**config.mk**
```make
export PLATFORM = sky130hd
export DESIGN_NAME = pwm_fault_trip
export DESIGN_NICKNAME = d
export VERILOG_FILES = /design/src/rtl/pft_pkg.sv /design/src/rtl/pft_sync.sv /design/src/rtl/pft_detect.sv /design/src/rtl/pft_regs.sv /design/src/rtl/pwm_fault_trip.sv
export SDC_FILE = /design/constraint.sdc
export NUM_CORES = 1
export LEC_CHECK = 0
export ABC_AREA = 0
export BUFFER_PORTS_ARGS = -buffer_cell sky130_fd_sc_hd__buf_2
export CORE_AREA = 10 10 47 49
export CTS_CLUSTER_SIZE = 16
export DETAILED_ROUTE_END_ITERATION = 10
export DIE_AREA = 0 0 57 59
export HOLD_SLACK_MARGIN = 0.05
export PLACE_DENSITY = 0.73
export SETUP_SLACK_MARGIN = 0.05
export SYNTH_ARGS = -nofsm -noshare
export SYNTH_HDL_FRONTEND = slang
export SYNTH_SLANG_ARGS = --single-unit
```
**constraint.sdc**
```tcl
create_clock -name clk -period 1.2 [get_ports clk]
set_clock_uncertainty 0.2 [all_clocks]
set_input_delay 0.12 -clock clk [delete_from_list [all_inputs] [get_ports clk]]
set_output_delay 0.12 -clock clk [all_outputs]
set_load 0.05 [all_outputs]
```
**src/rtl/pft_pkg.sv**
```systemverilog
// Package pft_pkg
// Register addresses and bit positions shared by the fault trip logic
// and its bench. Assumes a two-register map with 2-bit addresses.
package pft_pkg;
    localparam int ADDR_W   = 2;
    localparam logic [ADDR_W-1:0] A_CTRL = 2'd0;
    localparam logic [ADDR_W-1:0] A_FLAG = 2'd1;
    localparam int B_OE     = 0;   // control: output enable
    localparam int B_EDGE   = 1;   // control: 1 = edge mode, 0 = level mode
    localparam int B_IRQEN  = 2;   // control: interrupt enable
    localparam int B_FLAG   = 0;   // flag register: fault flag, write 1 clears
endpackage

```
**src/rtl/pft_sync.sv**
```systemverilog
// Module pft_sync
// Multi-stage synchronizer for the asynchronous fault line. The stages have
// no reset on purpose: they keep sampling the pin during reset, so the
// synchronized level is valid when reset is released.
// Assumes rst_n is held low for at least STAGES clock cycles.
module pft_sync #(
    parameter int STAGES = 2
) (
    input  logic clk,
    input  logic async_in,
    output logic sync_out
);
    logic [STAGES-1:0] chain;

    // Shift the raw pin level through the synchronizer stages.
    always_ff @(posedge clk) begin
        chain <= {chain[STAGES-2:0], async_in};
    end

    assign sync_out = chain[STAGES-1];
endmodule

```
**src/rtl/pft_detect.sv**
```systemverilog
// Module pft_detect
// Turns the synchronized active-low fault level into two events: a level
// event (fault present) and a falling-edge event. The history register
// tracks the synchronized level in every cycle, including reset, so it is
// loaded with the real pin level when reset is released and no false edge
// is seen for a pin that was already low.
module pft_detect (
    input  logic clk,
    input  logic fault_s_n,
    output logic lvl_evt,
    output logic fall_evt
);
    logic hist_n;

    // Keep last cycle's synchronized level; not reset, to avoid a false edge.
    always_ff @(posedge clk) begin
        hist_n <= fault_s_n;
    end

    // Level event while the fault is present, edge event on high-to-low.
    always_comb begin
        lvl_evt  = ~fault_s_n;
        fall_evt = hist_n & ~fault_s_n;
    end
endmodule

```
**src/rtl/pft_regs.sv**
```systemverilog
// Module pft_regs
// Software-visible state: the sticky output-enable bit, the mode and
// interrupt-enable bits, and the sticky fault flag, with a combinational
// read mux. A present fault wins over a software re-arm. A new flag event
// wins over a clear in the same cycle.
module pft_regs
    import pft_pkg::*;
#(
    parameter int DATA_W = 8
) (
    input  logic              clk,
    input  logic              rst_n,
    input  logic              fault_s_n,
    input  logic              lvl_evt,
    input  logic              fall_evt,
    input  logic              wr_en,
    input  logic [ADDR_W-1:0] wr_addr,
    input  logic [DATA_W-1:0] wr_data,
    input  logic [ADDR_W-1:0] rd_addr,
    output logic [DATA_W-1:0] rd_data,
    output logic              out_en,
    output logic              irq
);
    logic edge_md;
    logic irq_en;
    logic flag;
    logic ctrl_wr;
    logic flag_clr;
    logic set_evt;

    // Decode writes and choose which event feeds the flag.
    always_comb begin
        ctrl_wr  = wr_en && (wr_addr == A_CTRL);
        flag_clr = wr_en && (wr_addr == A_FLAG) && wr_data[B_FLAG];
        set_evt  = edge_md ? fall_evt : lvl_evt;
    end

    // Output enable: a fault clears it, software may set or clear it otherwise.
    always_ff @(posedge clk) begin
        if (!rst_n)
            out_en <= 1'b0;
        else if (!fault_s_n)
            out_en <= 1'b0;
        else if (ctrl_wr)
            out_en <= wr_data[B_OE];
    end

    // Mode and interrupt-enable bits; the interrupt is enabled out of reset.
    always_ff @(posedge clk) begin
        if (!rst_n) begin
            edge_md <= 1'b0;
            irq_en  <= 1'b1;
        end else if (ctrl_wr) begin
            edge_md <= wr_data[B_EDGE];
            irq_en  <= wr_data[B_IRQEN];
        end
    end

    // Sticky fault flag: set by the selected event, cleared by writing one.
    always_ff @(posedge clk) begin
        if (!rst_n)
            flag <= 1'b0;
        else if (set_evt)
            flag <= 1'b1;
        else if (flag_clr)
            flag <= 1'b0;
    end

    // Read mux and interrupt output.
    always_comb begin
        rd_data = '0;
        if (rd_addr == A_CTRL) begin
            rd_data[B_OE]    = out_en;
            rd_data[B_EDGE]  = edge_md;
            rd_data[B_IRQEN] = irq_en;
        end else if (rd_addr == A_FLAG) begin
            rd_data[B_FLAG]  = flag;
        end
        irq = flag & irq_en;
    end


    fault_clears_oe_chk: assert property (@(posedge clk) disable iff (!rst_n)
        !fault_s_n |=> !out_en);


    oe_rise_by_write_chk: assert property (@(posedge clk) disable iff (!rst_n)
        $rose(out_en) |-> $past(wr_en && wr_addr == A_CTRL && wr_data[B_OE]));


    rearm_blocked_chk: assert property (@(posedge clk) disable iff (!rst_n)
        (!fault_s_n && !out_en) |=> !out_en);


    level_reassert_chk: assert property (@(posedge clk) disable iff (!rst_n)
        (!edge_md && lvl_evt) |=> flag);


    edge_only_chk: assert property (@(posedge clk) disable iff (!rst_n)
        (edge_md && $rose(flag)) |-> $past(fall_evt));


    flag_sticky_chk: assert property (@(posedge clk) disable iff (!rst_n)
        (flag && !flag_clr) |=> flag);
endmodule

```
**src/rtl/pwm_fault_trip.sv**
```systemverilog
// Module pwm_fault_trip
// Top level of the PWM fault trip controller. The raw fault pin gates the
// pad enables combinationally, so the pads leave drive without a clock and
// during reset. The synchronized fault feeds the sticky register logic.
// Assumes fault_n is active low and that the pad cell turns a low enable
// into high impedance.
module pwm_fault_trip
    import pft_pkg::*;
#(
    parameter int NUM_CH      = 6,
    parameter int DATA_W      = 8,
    parameter int SYNC_STAGES = 2
) (
    input  logic              clk,
    input  logic              rst_n,
    input  logic              fault_n,
    input  logic [NUM_CH-1:0] pwm_in,
    output logic [NUM_CH-1:0] pad_out,
    output logic [NUM_CH-1:0] pad_oe,
    input  logic              wr_en,
    input  logic [ADDR_W-1:0] wr_addr,
    input  logic [DATA_W-1:0] wr_data,
    input  logic [ADDR_W-1:0] rd_addr,
    output logic [DATA_W-1:0] rd_data,
    output logic              irq
);
    logic fault_s_n;
    logic lvl_evt;
    logic fall_evt;
    logic out_en;

    pft_sync #(.STAGES(SYNC_STAGES)) u_sync (
        .clk      (clk),
        .async_in (fault_n),
        .sync_out (fault_s_n)
    );

    pft_detect u_detect (
        .clk       (clk),
        .fault_s_n (fault_s_n),
        .lvl_evt   (lvl_evt),
        .fall_evt  (fall_evt)
    );

    pft_regs #(.DATA_W(DATA_W)) u_regs (
        .clk       (clk),
        .rst_n     (rst_n),
        .fault_s_n (fault_s_n),
        .lvl_evt   (lvl_evt),
        .fall_evt  (fall_evt),
        .wr_en     (wr_en),
        .wr_addr   (wr_addr),
        .wr_data   (wr_data),
        .rd_addr   (rd_addr),
        .rd_data   (rd_data),
        .out_en    (out_en),
        .irq       (irq)
    );

    // Per-channel pad gating: the raw pin and the enable bit, no clock involved.
    for (genvar ch = 0; ch < NUM_CH; ch++) begin : g_pad
        assign pad_out[ch] = pwm_in[ch];
        assign pad_oe[ch]  = out_en & fault_n;
    end


    oe_follows_bit_chk: assert property (@(posedge clk) disable iff (!rst_n)
        !out_en |-> (pad_oe == '0));
endmodule

```
==> impl_metrics.env, run 1 <==
export IMPL_status="finished with violations"
export IMPL_violations="negative hold slack, negative setup slack"
export IMPL_drtAntennaViolNets=0
export IMPL_yosys_area_share_simple_pct=23.08
export IMPL_yosysSeqAreaShare_pct=33.14
export IMPL_cts_path_max_buffers=2
export IMPL_synth_top_area_share_pct=33.14
export IMPL_overflow=0
export IMPL_yosysWarnings=0
export IMPL_finalNetCount=93
export IMPL_final_layout_size_suffix_gt1_share_pct=52.86
export IMPL_fin_crit_sh_pct=108.4
export IMPL_leakagePower_uw=0.0003790
export IMPL_grt_max_degree=8
export IMPL_min_path_cells=3
export IMPL_syn_inst=45
export IMPL_min_period_ns=1.301
export IMPL_yosys_top_cells_area="dfxtp_1 33%, buf_4 28%, mux2i_1 7.1%"
export IMPL_synth_top_family_by_area="buffers and inverters"
export IMPL_start_util_pct=30.18
export IMPL_insertion_delay_ns=0.25
export IMPL_crit_path_end_kind="output pin"
export IMPL_via_per_inst=4.291
export IMPL_synthAdderAreaFrac_pct=0
export IMPL_sequentialPowerShare_pct=36.5
export IMPL_critical_path_arrival_ns=0.98
export IMPL_synth_compound_area_share_pct=5.621
export IMPL_synthMuxAreaShare_pct=7.101
export IMPL_worstPathMaxFanout=6
export IMPL_wirelength_um=1193
export IMPL_hold_ws_ns=-0.008324
export IMPL_cts_sinks=7
export IMPL_clkTransAtPathRegs_ns=0.05
export IMPL_rsz0062_at_grt="yes"
export IMPL_hold_violations=2
export IMPL_ys_flop_type="dfxtp_1"
export IMPL_num_vias=369
export IMPL_cap_violations=0
export IMPL_firstDrtPassIters=3
export IMPL_pwr_share_clk_pct=29.8
export IMPL_cp_start_kind="flop"
export IMPL_synth_common_cells="16 x buf_4, 7 x dfxtp_1, 3 x mux2i_1, 3 x nand2_1"
export IMPL_synthToLayoutAreaGrowth_pct=72.78
export IMPL_synth_most_common_cell="buf_4"
export IMPL_async_flop_share_pct=0
export IMPL_reg2regPathDepth=3
export IMPL_syn_area_per_cell_sq_um=9.398
export IMPL_ctsRootBufferMaster="clkbuf_4"
export IMPL_core_area_sq_um=1401
export IMPL_die_area_sq_um=3363
export IMPL_path_class="flop to output pin"
export IMPL_internal_power_uw=460.0
export IMPL_ctsHtreeMaxLevel=1
export IMPL_die_h_um=59
export IMPL_final_util_pct=52.14
export IMPL_synth_seq_cells=7
export IMPL_worst_slack_ns=-0.1009
export IMPL_fmax_mhz=768.7
export IMPL_top_layer_used="met4"
export IMPL_ir_drop_uv=472.5
export IMPL_min_path_type="input pin to flop"
export IMPL_cts_buffers=3
export IMPL_grt_total_usage_pct=6.867
export IMPL_slew_headroom_pct=65.46
export IMPL_cts_tree="done"
export IMPL_p_per_area_nw_per_um2=954.2
export IMPL_required_ns=0.88
export IMPL_grt_pass1_vias=408
export IMPL_worst_slew_pin_slew_ns=0.5204
export IMPL_power_share_combinational_pct=33.8
export IMPL_synth_edf_count=0
export IMPL_yosys_area_top_type="dfxtp_1"
export IMPL_synth_xor_area_share_pct=0
export IMPL_grt_pass1_wl_um=1883
export IMPL_syn_area_sq_um=422.9
export IMPL_gp_congestion=0.6503
export IMPL_yosys_cell_types_count=17
export IMPL_switchingPower_uw=237.2
export IMPL_sw_frac_of_total_pct=34.02
export IMPL_final_cell_area_sq_um=730.7
export IMPL_dr_wl_met2_um=682
export IMPL_wire_per_inst_um=13.87
export IMPL_antenna_found_initial=0
export IMPL_boundaryPins=43
export IMPL_drc=0
export IMPL_first_iter_violations=5
export IMPL_post_dp_cell_area_sq_um=459.2
export IMPL_n_antenna_cell=0
export IMPL_slew_viol_final=0
export IMPL_dieWidth_um=57
export IMPL_m1WireLength_um=369
export IMPL_route_met3_wl_um=124
export IMPL_setup_violations=10
export IMPL_std_cell_rows=14
export IMPL_port_buffers=20
path summary, 6_finish.rpt:
check / startpoint / to / slack, ns
setup / recovery: u_regs.out_en$_SDFFE_PN0P_ / pad_oe[2] / -0.10
setup reg to reg: u_regs.edge_md$_SDFFE_PN0P_ / u_regs.flag$_SDFFE_PN0P_ / 0.15
hold reg to reg: u_sync.chain[0]$_DFF_P_ / u_sync.chain[1]$_DFF_P_ / 0.13
hold / removal: wr_addr[1] / u_regs.out_en$_SDFFE_PN0P_ / -0.008
per-layer routing:
metal | vias to the layer above | global-route usage (%)
met4 | 0 | 5.034
li1 | 181 | -
met5 | - | 0
met1 | 170 | 6.152
met3 | 2 | 3.004
met2 | 16 | 12.09
flip-flops by register name, indices dropped and copies added, names as in the netlist:
register,cells
u_regs.flag,1
u_detect.hist_n,1
u_sync.chain,2
u_regs.irq_en,1
u_regs.edge_md,1
u_regs.out_en,1
power groups by stage:
stage,Combinational [uW],Clock (uW),Sequential (uW)
2_1_floorplan,166,0,255
3_3_place_gp,135,0,257
3_5_place_dp,137,0,257
4_1_cts,228,209,254
5_1_grt,246,233,256
6_report,235,208,254
placed cells by master (no fill, tap or decap), types with 2 or more instances in the layout:
master,synthesis,final
dlygate4sd3_1,0,6
dlymetal6s4s_1,0,6
buf_2,0,10
clkbuf_4,0,3
buf_8,0,7
nor3b_4,1,2
and2_4,0,2
nand3_1,2,2
nand2_1,3,3
mux2i_1,3,3
dfxtp_2,0,4
buf_6,0,3
conb_1,1,5
dfxtp_1,7,3
cell families after synthesis:
logic type | Yosys count
buffers and inverters | 18
and+or+nand+nor | 14
DFF | 7
muxes | 3
AOI/OAI and AO/OA | 2
other | 1
layout make-up:
cell class	count	area [sq um]
Inverter	2	7.507
Fill cell	125	670.6
Tap cell	16	20.02
Sequential cell	7	145.1
Multi-Input combinational cell	24	200.2
Clock buffer	4	26.28
Timing Repair Buffer	33	331.6
through the flow:
stage	instances	setup slack [ns]	power (uW)	TNS (ns)
finish	86	-0.1009	697.2	-0.7804
global route	86	-0.1513	735.1	-1.347
CTS	85	-0.1017	691.3	-1.371
detailed placement	69	0.09819	394.0	0
global placement	69	0.1021	391.5	0
floorplan	49	-0.09306	421.1	-0.09306
worst max-delay path, cell delays in order, from the launching register on:
cell	delay, ns
dfxtp_2	0.34
and2_4	0.23
buf_8	0.17
timing repair:
item / in CTS / in global routing
hold buffers: 11 / 2
pin swaps: 2 / 1
gates cloned: 0 / 0
resized for setup: 33 / 7
endpoints found under the setup margin: 10 / 19
hold endpoints to repair: 11 / 5
buffers inserted: 1 / 0
Power figures use the tool's default switching activity.
==> run 2: changes to the inputs <==
--- a/constraint.sdc
+++ b/constraint.sdc
@@ -4,2 +4,2 @@
 set_output_delay 0.12 -clock clk [all_outputs]
-set_load 0.05 [all_outputs]
+set_load 0.01 [all_outputs]
==> run 2 against run 1 <==
Net effect:
- the flow still finishes with violations (negative hold slack, negative setup slack)
- non-clock buffer count is the same
- setup slack gained 0.076 ns
- design area shrank 13%
- critical path depth is the same
- flip-flop and latch count is the same
- total power shrank 16%
- sequential power is essentially flat
- via count grew 0.54%
- largest power group unchanged
==> impl_metrics.env, run 2 (synthesized netlist as in run 1, its figures left out) <==
export IMPL_insertion_delay_ns=0.24
export IMPL_min_period_ns=1.225
export IMPL_gp_congestion=0.6773
export IMPL_n_antenna_cell=0
export IMPL_cts_hold_buf=12
export IMPL_largest_register_ffs=2
export IMPL_cap_violations=0
export IMPL_drtAntennaViolNets=0
export IMPL_rsz0062_at_grt="yes"
export IMPL_std_cell_rows=14
export IMPL_post_dp_cell_area_sq_um=437.9
export IMPL_sequentialPowerShare_pct=43.4
export IMPL_pwr_share_clk_pct=35.6
export IMPL_cts_path_max_buffers=2
export IMPL_final_layout_size_suffix_gt1_share_pct=50.00
export IMPL_cts_sinks=7
export IMPL_cp_start_kind="flop"
export IMPL_required_ns=0.88
export IMPL_p_per_area_nw_per_um2=923.4
export IMPL_first_iter_violations=3
export IMPL_fmax_mhz=816.3
export IMPL_drc=0
export IMPL_power_share_combinational_pct=21.0
export IMPL_violations="negative hold slack, negative setup slack"
export IMPL_setup_violations=3
export IMPL_grt_total_usage_pct=6.814
export IMPL_via_per_inst=4.314
export IMPL_core_area_sq_um=1401
export IMPL_grt_pass1_vias=456
export IMPL_rrSetupSlack_ns=0.16
export IMPL_die_h_um=59
export IMPL_critical_path_arrival_ns=0.91
export IMPL_slew_viol_final=0
export IMPL_dieWidth_um=57
export IMPL_min_path_type="input pin to flop"
export IMPL_status="finished with violations"
export IMPL_worstPathMaxFanout=6
export IMPL_path_class="flop to output pin"
export IMPL_switchingPower_uw=143.2
export IMPL_fin_crit_sh_pct=102.1
export IMPL_synthToLayoutAreaGrowth_pct=49.70
export IMPL_final_cell_area_sq_um=633.1
export IMPL_crit_path_end_kind="output pin"
export IMPL_firstDrtPassIters=4
export IMPL_ir_drop_uv=546.0
export IMPL_hold_violations=1
export IMPL_final_setup_tns_ns=-0.07291
export IMPL_cts_tree="done"
export IMPL_internal_power_uw=441.5
export IMPL_start_util_pct=30.18
export IMPL_final_cell_mix="15 x buf_2, 12 x dlygate4sd3_1, 5 x conb_1"
export IMPL_sw_frac_of_total_pct=24.49
export IMPL_dp_hpwl_um=799.3
export IMPL_port_buffers=20
export IMPL_wire_per_inst_um=13.19
export IMPL_ctsHtreeMaxLevel=1
export IMPL_wirelength_um=1134
export IMPL_top_register="u_sync.chain"
export IMPL_ctsRootBufferMaster="clkbuf_4"
export IMPL_grt_pass1_wl_um=1856
export IMPL_hold_ws_ns=-0.004778
export IMPL_leakagePower_uw=0.0003058
export IMPL_n_fill_cell=148
export IMPL_finalNetCount=93
export IMPL_worst_slack_ns=-0.02503
export IMPL_antenna_found_initial=0
export IMPL_boundaryPins=43
export IMPL_cts_buffers=3
export IMPL_num_vias=371
export IMPL_die_area_sq_um=3363
export IMPL_final_common_cell="buf_2"
export IMPL_clkTransAtPathRegs_ns=0.05
export IMPL_p_total_uw=584.6
export IMPL_overflow=0
export IMPL_grt_max_degree=8
-- run 2: cell types whose count changed in the layout (fill, tap and decap cells not counted), moves of 2 or more --
cell / previous run / this run
buf_8: 7 / 0
dlygate4sd3_1: 6 / 12
dlymetal6s4s_1: 6 / 0
buf_2: 10 / 15
buf_4: 1 / 3
-- run 2: worst max-delay path, cell delays in order, from the launching register on --
cell and delay, ns:
dfxtp_2 0.34, and2_4 0.18, buf_2 0.14
-- run 2: through the flow --
stage	utilization [%]	instances	worst slack (ns)
floorplan	-	49	0.1569
global placement	31.25	69	0.1893
detailed placement	31.25	69	0.1658
CTS	43.66	87	-0.01233
global route	45.18	86	-0.07413
finish	45.18	86	-0.02503
-- run 2: repair_timing --
item | CTS | global route
setup buffers | 2 | 0
pin swaps | 2 | 0
setup endpoints to repair | 10 | 11
endpoints found under the hold margin | 11 | 3
gates resized for setup | 7 | 5
-- run 2: path summary, 6_finish.rpt --
check	start	endpoint	cells past startpoint
max reg2reg	u_regs.edge_md$_SDFFE_PN0P_	u_regs.flag$_SDFFE_PN0P_	3
min reg2reg	u_sync.chain[0]$_DFF_P_	u_sync.chain[1]$_DFF_P_	0
max	u_regs.out_en$_SDFFE_PN0P_	pad_oe[5]	2
min	wr_addr[0]	u_regs.edge_md$_SDFFE_PN0P_	3
-- run 2: area by class of cell --
type / count / area (sq um) / share of cell area [%]
clock buffer: 4 / 26.28 / 4.150
inverter: 2 / 7.507 / 1.186
multi-input combinational: 24 / 182.7 / 28.85
sequential: 7 / 145.1 / 22.92
tap: 16 / 20.02 / 3.162
timing repair buffer: 33 / 251.5 / 39.72
-- run 2: power by group through the flow --
stage / logic, uW / registers (uW) / clock network (uW)
2_1_floorplan: 72.8 / 255 / 0
3_3_place_gp: 72.4 / 256 / 0
3_5_place_dp: 74.3 / 257 / 0
4_1_cts: 121 / 253 / 219
5_1_grt: 135 / 254 / 233
6_report: 123 / 254 / 208
-- run 2: per-layer routing --
metal  track usage [%]  routed length, um  up-vias  share of wire [%]
met4             2.013                 10        0               0.88
met2             11.32                540       27                 48
met5                 0                  0        -                  0
met3             6.438                187        2                 16
li1                  -                  -      180                  -
met1             5.769                396      162                 35
==> run 3: changes to the inputs <==
--- a/config.mk
+++ b/config.mk
@@ -15,3 +15,2 @@
 export PLACE_DENSITY = 0.73
-export SETUP_SLACK_MARGIN = 0.05
 export SYNTH_ARGS = -nofsm -noshare
--- a/constraint.sdc
+++ b/constraint.sdc
@@ -4,2 +4,2 @@
 set_output_delay 0.12 -clock clk [all_outputs]
-set_load 0.01 [all_outputs]
+set_load 0.005 [all_outputs]
==> run 3 against run 2 <==
Net effect:
- the flow still finishes with violations (negative hold slack, negative setup slack)
- flip-flop and latch count stayed put
- critical path depth stayed put
- sequential share of layout area is 0.42 points higher
- sequential power hardly changed
- worst hold slack worse by 0.0024 ns
- design area is 1.8% lower
- via count is 2.7% higher
- routed wire length is 1.1% higher
- core utilization is 0.80 points lower
- count of clock-buffer cells in the layout stayed put
- first-iteration DRC count is 100% lower
- critical path type unchanged
==> impl_metrics.env, run 3 (synthesized netlist as in run 1, its figures left out) <==
export IMPL_dp_cells=69
export IMPL_grt_pass1_vias=432
export IMPL_pwr_share_clk_pct=37.0
export IMPL_cts_sinks=7
export IMPL_cap_violations=0
export IMPL_cts_path_max_buffers=2
export IMPL_wirelength_um=1147
export IMPL_wire_per_inst_um=13.34
export IMPL_antenna_found_initial=0
export IMPL_required_ns=0.88
export IMPL_fmax_mhz=826.0
export IMPL_drtAntennaViolNets=0
export IMPL_path_class="flop to output pin"
export IMPL_n_fill_cell=157
export IMPL_cts_hold_buf=12
export IMPL_cp_start_kind="flop"
export IMPL_cts_tree="done"
export IMPL_worst_slack_ns=-0.01060
export IMPL_gp_congestion=0.6773
export IMPL_via_per_inst=4.430
export IMPL_worstPathMaxFanout=6
export IMPL_overflow=0
export IMPL_rsz0062_at_grt="yes"
export IMPL_min_delay_start="wr_addr[1]"
export IMPL_hold_violations=2
export IMPL_post_dp_cell_area_sq_um=437.9
export IMPL_ir_drop_uv=458.3
export IMPL_internal_power_uw=437.4
export IMPL_timing_critical_path_from="u_regs.out_en$_SDFFE_PN0P_"
export IMPL_start_util_pct=30.18
export IMPL_hold_ws_ns=-0.007151
export IMPL_synthToLayoutAreaGrowth_pct=47.04
export IMPL_min_period_ns=1.211
export IMPL_leakagePower_uw=0.0003033
export IMPL_critical_path_arrival_ns=0.89
export IMPL_std_cell_rows=14
export IMPL_route_met3_wl_um=194
export IMPL_dr_wl_met2_um=560
export IMPL_final_setup_tns_ns=-0.02819
export IMPL_core_area_sq_um=1401
export IMPL_final_cell_area_sq_um=621.8
export IMPL_largest_register_ffs=2
export IMPL_finalNetCount=93
export IMPL_violations="negative hold slack, negative setup slack"
export IMPL_timing_rr_start="u_regs.edge_md$_SDFFE_PN0P_"
export IMPL_m1WireLength_um=392
export IMPL_clkTransAtPathRegs_ns=0.05
export IMPL_drc=0
export IMPL_dieWidth_um=57
export IMPL_slew_viol_final=0
export IMPL_die_h_um=59
export IMPL_final_cell_count_no_fill=86
export IMPL_grt_max_degree=8
export IMPL_final_cell_mix="18 x buf_2, 12 x dlygate4sd3_1, 5 x conb_1"
export IMPL_first_iter_violations=0
export IMPL_die_area_sq_um=3363
export IMPL_power_share_combinational_pct=18.7
export IMPL_fin_crit_sh_pct=100.9
export IMPL_setup_violations=4
export IMPL_final_common_cell="buf_2"
export IMPL_ctsRootBufferMaster="clkbuf_4"
export IMPL_sequentialPowerShare_pct=44.3
export IMPL_place_ws_ns=0.1834
export IMPL_status="finished with violations"
export IMPL_ctsHtreeMaxLevel=1
export IMPL_top_register="u_sync.chain"
export IMPL_num_vias=381
export IMPL_sw_frac_of_total_pct=23.59
export IMPL_top_layer_used="met3"
export IMPL_p_per_area_nw_per_um2=920.5
export IMPL_port_buffers=20
export IMPL_cts_buffers=3
export IMPL_firstDrtPassIters=1
export IMPL_grt_pass1_wl_um=1794
export IMPL_insertion_delay_ns=0.24
export IMPL_dp_hpwl_um=793.6
export IMPL_final_layout_size_suffix_gt1_share_pct=50.00
export IMPL_n_antenna_cell=0
export IMPL_grt_total_usage_pct=6.644
export IMPL_switchingPower_uw=135.1
export IMPL_boundaryPins=43
export IMPL_min_path_type="input pin to flop"
export IMPL_crit_path_end_kind="output pin"
run 3: metrics by stage:
| step | total power [uW] | utilization [%] |
|---|---|---|
| final | 572.4 | 44.38 |
| after global routing | 603.4 | 44.38 |
| after CTS | 577.5 | 42.59 |
| after detailed placement | 324.3 | 31.25 |
| after global placement | 321.7 | 31.25 |
| after floorplan | 315.8 | - |
run 3: worst paths after layout:
path	to	slack [ns]	cells past startpoint
hold / removal	u_regs.edge_md$_SDFFE_PN0P_	-0.007	3
setup / recovery	pad_oe[0]	-0.01	2
setup reg to reg	u_regs.flag$_SDFFE_PN0P_	0.16	3
hold reg to reg	u_sync.chain[1]$_DFF_P_	0.12	0
run 3: final cells by class:
cell class                      instances  area (sq um)  area share, %
Inverter                                2         7.507          1.207
Timing Repair Buffer                   33         240.2          38.63
Multi-Input combinational cell         24         182.7          29.38
Sequential cell                         7         145.1          23.34
Clock buffer                            4         26.28          4.225
Tap cell                               16         20.02          3.219
run 3: metal layers:
metal | vias up | GRT usage (%)
met5 | - | 0
met4 | 0 | 3.020
met3 | 0 | 6.223
met2 | 31 | 10.85
met1 | 172 | 5.415
li1 | 178 | -
run 3: what timing repair did:
| item | CTS | global route |
|---|---|---|
| resized for setup | 7 | 3 |
| hold endpoints to repair | 11 | 3 |
| pin swaps | 1 | 0 |
| endpoints found under the setup margin | 9 | 9 |
| buffers inserted | 0 | 1 |
run 3: power groups by stage:
stage	sequential, uW	combinational [uW]	clock, uW
after global placement	256	65.3	0
after CTS	254	103	221
final	254	107	212
after detailed placement	257	67.3	0
after floorplan	255	61.1	0
after global routing	255	119	230
run 3: critical path, stage by stage, from the launching register on:
cell and delay, ns:
dfxtp_2 0.35, and2_4 0.18, buf_2 0.12
